## src/rtl/scat_pkg.sv

```systemverilog
package scat_pkg;

    localparam logic [9:0] OPC_FIXED = 10'b1110010110;
    localparam logic [4:0] SP_REG_NUM = 5'd31;

    typedef enum logic [2:0] {
        S_IDLE,
        S_LOAD,
        S_WALK,
        S_FAULT,
        S_DONE
    } seq_state_t;

    typedef enum logic [1:0] {
        OFF_U32,
        OFF_S32,
        OFF_U64
    } off_kind_t;

    typedef struct packed {
        logic      legal;
        logic      scaled;
        off_kind_t kind;
        logic [4:0] zm;
        logic [4:0] rn;
        logic [4:0] zt;
        logic [2:0] pg;
    } dec_t;

endpackage

```

## src/rtl/scat_decode.sv

```systemverilog
module scat_decode
    import scat_pkg::*;
(
    input  logic [31:0] instr,
    output dec_t        dec
);

    logic form_ok;

    always_comb begin
        dec        = '0;
        form_ok    = 1'b0;
        dec.zm     = instr[20:16];
        dec.rn     = instr[9:5];
        dec.zt     = instr[4:0];
        dec.pg     = instr[12:10];
        dec.scaled = instr[21];
        dec.kind   = OFF_U64;
        unique casez (instr[15:13])
            3'b101: begin
                dec.kind = OFF_U64;
                form_ok  = 1'b1;
            end
            3'b1?0: begin
                dec.kind = instr[14] ? OFF_S32 : OFF_U32;
                form_ok  = 1'b1;
            end
            default: begin
                dec.kind = OFF_U64;
                form_ok  = 1'b0;
            end
        endcase
        dec.legal = form_ok && (instr[31:22] == OPC_FIXED);
    end

endmodule

```

## src/rtl/scat_elem_pick.sv

```systemverilog
module scat_elem_pick #(
    parameter int NE = 8,
    parameter int EW = 64,
    localparam int CW = (NE > 1) ? $clog2(NE) : 1
) (
    input  logic [NE*EW-1:0] vec,
    input  logic [CW-1:0]    sel,
    output logic [EW-1:0]    elem
);

    logic [EW-1:0] lanes [NE];

    for (genvar g = 0; g < NE; g++) begin : g_lane
        assign lanes[g] = vec[g*EW +: EW];
    end

    assign elem = lanes[sel];

endmodule

```

## src/rtl/scat_addr_gen.sv

```systemverilog
module scat_addr_gen
    import scat_pkg::*;
#(
    parameter int AW    = 64,
    parameter int SHIFT = 3
) (
    input  logic [AW-1:0] base,
    input  logic [AW-1:0] index,
    input  off_kind_t     kind,
    input  logic          scaled,
    output logic [AW-1:0] addr
);

    localparam int HALF = AW / 2;

    logic [AW-1:0] ext;
    logic [AW-1:0] offs;

    always_comb begin
        unique case (kind)
            OFF_U32: ext = {{HALF{1'b0}}, index[HALF-1:0]};
            OFF_S32: ext = {{HALF{index[HALF-1]}}, index[HALF-1:0]};
            default: ext = index;
        endcase
        offs = scaled ? (ext << SHIFT) : ext;
        addr = base + offs;
    end

endmodule

```

## src/rtl/scat_seq.sv

```systemverilog
module scat_seq
    import scat_pkg::*;
#(
    parameter int VL_BITS  = 512,
    parameter int SP_ALIGN = 16,
    localparam int EW = 64,
    localparam int NE = VL_BITS / EW
) (
    input  logic               clk,
    input  logic               rst_n,
    input  logic               start,
    input  logic [31:0]        instr,
    input  logic [63:0]        sp_val,
    input  logic [63:0]        gpr_rdata,
    input  logic [VL_BITS-1:0] idx_vec,
    input  logic [VL_BITS-1:0] src_vec,
    input  logic [NE-1:0]      pred,
    output logic [4:0]         base_sel,
    output logic [4:0]         zm_sel,
    output logic [4:0]         zt_sel,
    output logic [2:0]         pg_sel,
    output logic               wr_valid,
    input  logic               wr_ready,
    output logic [63:0]        wr_addr,
    output logic [63:0]        wr_data,
    output logic               done,
    output logic               fault
);

    localparam int CW = (NE > 1) ? $clog2(NE) : 1;
    localparam int AB = $clog2(SP_ALIGN);

    dec_t          dec_now;
    seq_state_t    state_q, state_d;

    logic          legal_q, scaled_q, rn_sp_q;
    off_kind_t     kind_q;
    logic [63:0]   base_q;
    logic [VL_BITS-1:0] idx_q, src_q;
    logic [NE-1:0] pred_q;
    logic [CW-1:0] elem_q;

    logic [63:0]   cur_idx, cur_src, cur_addr;
    logic          take, step, last, misaligned, bad_op, cur_active;

    scat_decode u_dec (
        .instr (instr),
        .dec   (dec_now)
    );

    assign base_sel = dec_now.rn;
    assign zm_sel   = dec_now.zm;
    assign zt_sel   = dec_now.zt;
    assign pg_sel   = dec_now.pg;

    assign take       = (state_q == S_IDLE) && start;
    assign cur_active = pred_q[elem_q];
    assign step       = (state_q == S_WALK) && (!cur_active || wr_ready);
    assign last       = (elem_q == CW'(NE - 1));
    assign misaligned = rn_sp_q && (base_q[AB-1:0] != '0);
    assign bad_op     = !legal_q || misaligned;

    // operand capture and element counter
    always_ff @(posedge clk or negedge rst_n) begin
        if (!rst_n) begin
            legal_q  <= 1'b0;
            scaled_q <= 1'b0;
            rn_sp_q  <= 1'b0;
            kind_q   <= OFF_U64;
            base_q   <= '0;
            idx_q    <= '0;
            src_q    <= '0;
            pred_q   <= '0;
            elem_q   <= '0;
        end else begin
            if (take) begin
                legal_q  <= dec_now.legal;
                scaled_q <= dec_now.scaled;
                kind_q   <= dec_now.kind;
                rn_sp_q  <= (dec_now.rn == SP_REG_NUM);
                base_q   <= (dec_now.rn == SP_REG_NUM) ? sp_val : gpr_rdata;
                idx_q    <= idx_vec;
                src_q    <= src_vec;
                pred_q   <= pred;
            end
            if (state_q == S_LOAD) begin
                elem_q <= '0;
            end else if (step && !last) begin
                elem_q <= elem_q + 1'b1;
            end
        end
    end

    // state register
    always_ff @(posedge clk or negedge rst_n) begin
        if (!rst_n) begin
            state_q <= S_IDLE;
        end else begin
            state_q <= state_d;
        end
    end

    // transitions
    always_comb begin
        state_d = state_q;
        unique case (state_q)
            S_IDLE:  if (start) state_d = S_LOAD;
            S_LOAD: begin
                if (bad_op)              state_d = S_FAULT;
                else if (pred_q == '0)   state_d = S_DONE;
                else                     state_d = S_WALK;
            end
            S_WALK:  if (step && last) state_d = S_DONE;
            S_FAULT: state_d = S_IDLE;
            S_DONE:  state_d = S_IDLE;
            default: state_d = S_IDLE;
        endcase
    end

    scat_elem_pick #(.NE(NE), .EW(EW)) u_pick_idx (
        .vec  (idx_q),
        .sel  (elem_q),
        .elem (cur_idx)
    );

    scat_elem_pick #(.NE(NE), .EW(EW)) u_pick_src (
        .vec  (src_q),
        .sel  (elem_q),
        .elem (cur_src)
    );

    scat_addr_gen #(.AW(64), .SHIFT(3)) u_agen (
        .base   (base_q),
        .index  (cur_idx),
        .kind   (kind_q),
        .scaled (scaled_q),
        .addr   (cur_addr)
    );

    assign wr_addr = cur_addr;
    assign wr_data = cur_src;

    // outputs by state
    always_comb begin
        wr_valid = 1'b0;
        done     = 1'b0;
        fault    = 1'b0;
        unique case (state_q)
            S_WALK:  wr_valid = cur_active;
            S_FAULT: begin
                fault = 1'b1;
                done  = 1'b1;
            end
            S_DONE:  done = 1'b1;
            default: ;
        endcase
    end

endmodule

```

## config.mk

```make
export PLATFORM = sky130hd
export DESIGN_NAME = scat_seq
export DESIGN_NICKNAME = d
export VERILOG_FILES = /design/src/rtl/scat_pkg.sv /design/src/rtl/scat_decode.sv /design/src/rtl/scat_elem_pick.sv /design/src/rtl/scat_addr_gen.sv /design/src/rtl/scat_seq.sv
export SDC_FILE = /design/constraint.sdc
export NUM_CORES = 2
export LEC_CHECK = 0
export BUFFER_PORTS_ARGS = -buffer_cell sky130_fd_sc_hd__buf_2
export CORE_AREA = 2 2 517 519
export DETAILED_ROUTE_END_ITERATION = 6
export DIE_AREA = 0 0 519 521
export PLACE_DENSITY_LB_ADDON = 0.15
export SYNTH_ARGS = -nofsm -noshare
export SYNTH_HDL_FRONTEND = slang
export SYNTH_SLANG_ARGS = --single-unit
```

## constraint.sdc

```tcl
create_clock -name clk -period 15.1 [get_ports clk]
set_clock_uncertainty 0.1 [all_clocks]
set_input_delay 1.51 -clock clk [delete_from_list [all_inputs] [get_ports clk]]
set_output_delay 1.51 -clock clk [all_outputs]
set_load 0.03 [all_outputs]
```

==> results.toml <==
[run_status]
outcome = "complete, no violations"

[floorplan]
initial_core_util_pct = 20.6
die_area_um2 = 270000
rows = 189
die_x_um = 519
coreArea_um2 = 264000
ios = 1345
die_h_um = 521

[timing]
drv_slew = 0
rsz0062_at_grt = "no"
worst_pin_slew_ns = 1.15
finalSetupTns_ns = 0
setup_violations = 0
fin_ws_ns = 5.85
holdWs_ns = 0.367
finalCritPeriodShare_pct = 61.3
worst_slew_margin_rel_pct = 23.6
fmax_mhz = 108
fin_crit_ns = 9.25
hold_viol = 0

[clocking]
cts_resized = 0
clock_latency_ns = 0.79
cts_hold_buf = 0
h-tree-depth = 4
path_clk_slew_ns = 0.06
clockBufferDepth = 3
cts-root-buf = "clkbuf_16"
cts_tree = "built"
postCtsSetupRepairBufs = 0
cts_buffers = 146
clock_sinks = 1107

[place]
dp_hpwl_um = 208000
gp_congestion = 0.880
placed_cell_area_um2 = 64400
place_ws_ns = 6.43
port_buffers = 1318
placedCellCount = 10400

[yosys]
synth_area_leader_cell = "dfrtp_1"
synth-adder-area-share_pct = 1.53
synth_top_family_by_area = "simple AND/OR/NAND/NOR gates"
synthDistinctLibCells = 75
synth_edf_count = 0
syn_inst = 5893
synthSimpleGateAreaFrac_pct = 24.1
synthTopCellsByCount = "nand2_1 (3273), dfrtp_1 (1106), clkbuf_1 (314)"
ys_seq_area_share_pct = 50.9
yosys_warnings = 0
synthFlopType = "dfrtp_1"
synth_compound_area_share_pct = 3.98
syn_area_per_cell_um2 = 9.23
synth_top_area_share_pct = 50.9
synth-xor-area-share_pct = 0.998
ys_ff_latch = 1107
yosys-top-cells-area = "dfrtp_1 (51%), nand2_1 (23%), mux4_2 (12%), mux2i_1 (2.4%), clkbuf_1 (2.2%)"
synthMuxAreaShare_pct = 15.3
async_flop_share_pct = 100
synth.most_common_cell = "nand2_1"
synthesis.area_um2 = 54400
synth_fp_nets = 7155

[worst_setup_path]
criticalPathCategory = "flop to primary output"
required_ns = 13.49
regToRegEndpoint = "idx_q[346]$_DFFE_PN0P_"
critPathCaptureType = "primary output"
regToRegSetupSlack_ns = 10.62
crit_path_start_kind = "flop"
r2r_start = "state_q[1]$_DFFE_PN0P_"
crit_arrival_ns = 7.64
reg2reg_depth = 6
cp_max_fo = 57

[cells_and_area]
multi_input_area_um2 = 25000
instances_no_fill = 10800
seq_area_um2 = 27700
area_delta_synth_final_pct = 27.9
postLayoutCellArea_um2 = 69500
nFillCells = 28900
nets = 8283
drive_gt1_share_pct = 27.9

[detailed_routing]
ant_nets = 0
drtPass1Iterations = 5
viasPerCell = 4.29
wl_per_cell_um = 24.7
drc = 0
wl_um = 266000
num_vias = 46200
dr.first_iter.drc_count = 2792

[min_path]
hold_path_depth = 2
hold_start = "src_q[147]$_DFFE_PN0P_"
hp-class = "flop to flop"
min_to = "src_q[147]$_DFFE_PN0P_"

[pwr]
vdd_drop_max_v = 0.000245
p_leak_nw = 35.6
cellPowerDensity_nw_per_um2 = 274

[global_route]
grt_max_degree = 210
track_usage_pct = 19.2
grt_pass1_vias = 49200
grt_pass1_wl_um = 372000
antenna_found_initial = 200
overflow = 0

[flow_run]
drv_cap = 0
[worst max-delay path by stage]
stage                          start          end  slack [ns]  depth (start not counted)
2_1_floorplan  elem_q[0]$_DFFE_PN0P_  wr_addr[40]        8.80                         17
3_3_place_gp   elem_q[1]$_DFFE_PN0P_  wr_addr[62]        6.44                         17
3_5_place_dp   elem_q[1]$_DFFE_PN0P_  wr_addr[62]        6.43                         17
5_1_grt        elem_q[1]$_DFFE_PN0P_  wr_addr[62]        5.42                         17
6_report       elem_q[1]$_DFFE_PN0P_  wr_addr[62]        5.85                         17
4_1_cts        elem_q[1]$_DFFE_PN0P_  wr_addr[62]        5.53                         17
[worst max-delay path, cell delays in order, from the launching register on]
cell and delay [ns]:
dfrtp_4 0.86, buf_4 0.71, buf_4 0.85, mux4_2 0.44
mux2i_1 0.40, nand2_1 0.11, nand2_1 0.20, mux2i_1 0.12
ha_1 0.41, a21o_1 0.19, a21oi_1 0.17, o21ai_0 0.11
a311oi_1 0.57, o22ai_1 0.16, a211oi_1 0.86, o21ai_1 0.14
xor2_1 0.17, buf_2 0.22
[report_power, final]
group,switching (mW),total (mW),leakage [nW],internal (mW)
Clock,1.50,3.59,2.43,2.08
Combinational,6.82,10.1,19.5,3.32
Sequential,0.981,5.36,13.8,4.38
Total,9.30,19.1,35.6,9.78
[flip-flops by register name (all words and copies together) (netlist names)]
register,flops
base_q,64
kind_q,2
idx_q,512
scaled_q,1
pred_q,8
state_q,3
elem_q,3
legal_q,1
rn_sp_q,1
src_q,512
[final cells by class]
cell class,count,area share (%)
diodes,90,0.324
repair buffers,1376,10.3
clock inverters,55,1.04
inverters,16,0.0864
well taps,3533,6.36
clock buffers,209,6.08
multi-input cells,4374,36.0
flip-flops and latches,1107,39.9
[layer usage]
metal  up-vias  wire length (um)  global-route usage, %
li1      21600                 -                      -
met1     22500            103000                   22.0
met3       489             19200                   6.05
met2      1438            134000                   34.1
met5         -              1090                      0
met4       180              8810                   5.71
[per-stage QoR]
stage               total power [mW]  util, %
global route                    20.3     26.3
CTS                             19.5     26.2
detailed placement              15.8     24.3
floorplan                       11.5        -
global placement                15.8     24.3
finish                          19.1     26.3
[kinds of logic after synthesis]
logic type / count (synthesis)
multiplexers: 473
flip-flops: 1107
XOR/XNOR: 62
buffers and inverters: 412
adder cells (fa/ha/maj): 66
AO/OA/AOI/OAI: 341
AND/OR/NAND/NOR: 3432
[placed cells by master, fill, tap and decap left out, types with 7 or more instances in the layout]
cell	synthesis	layout
o21ai_0	101	101
clkbuf_1	314	29
and2_1	7	7
a21o_1	44	44
buf_2	35	1317
nand2b_1	7	7
nand3_1	18	17
a211oi_1	9	9
o21bai_1	10	10
mux2_2	67	67
nor3_1	14	14
ha_1	65	65
dfrtp_1	1106	1102
clkinv_2	0	20
xnor2_1	36	36
clkbuf_16	0	146
nand2_1	3273	3273
nor2_1	54	54
o21ai_1	11	11
o21a_1	7	7
diode_2	0	90
nand4_1	22	22
inv_1	16	16
buf_12	0	9
mux4_2	278	278
mux2i_1	128	128
buf_4	26	49
nor2b_1	12	12
xor2_1	26	26
a21oi_1	91	91
clkbuf_8	0	34
Power figures use the tool's default switching activity.
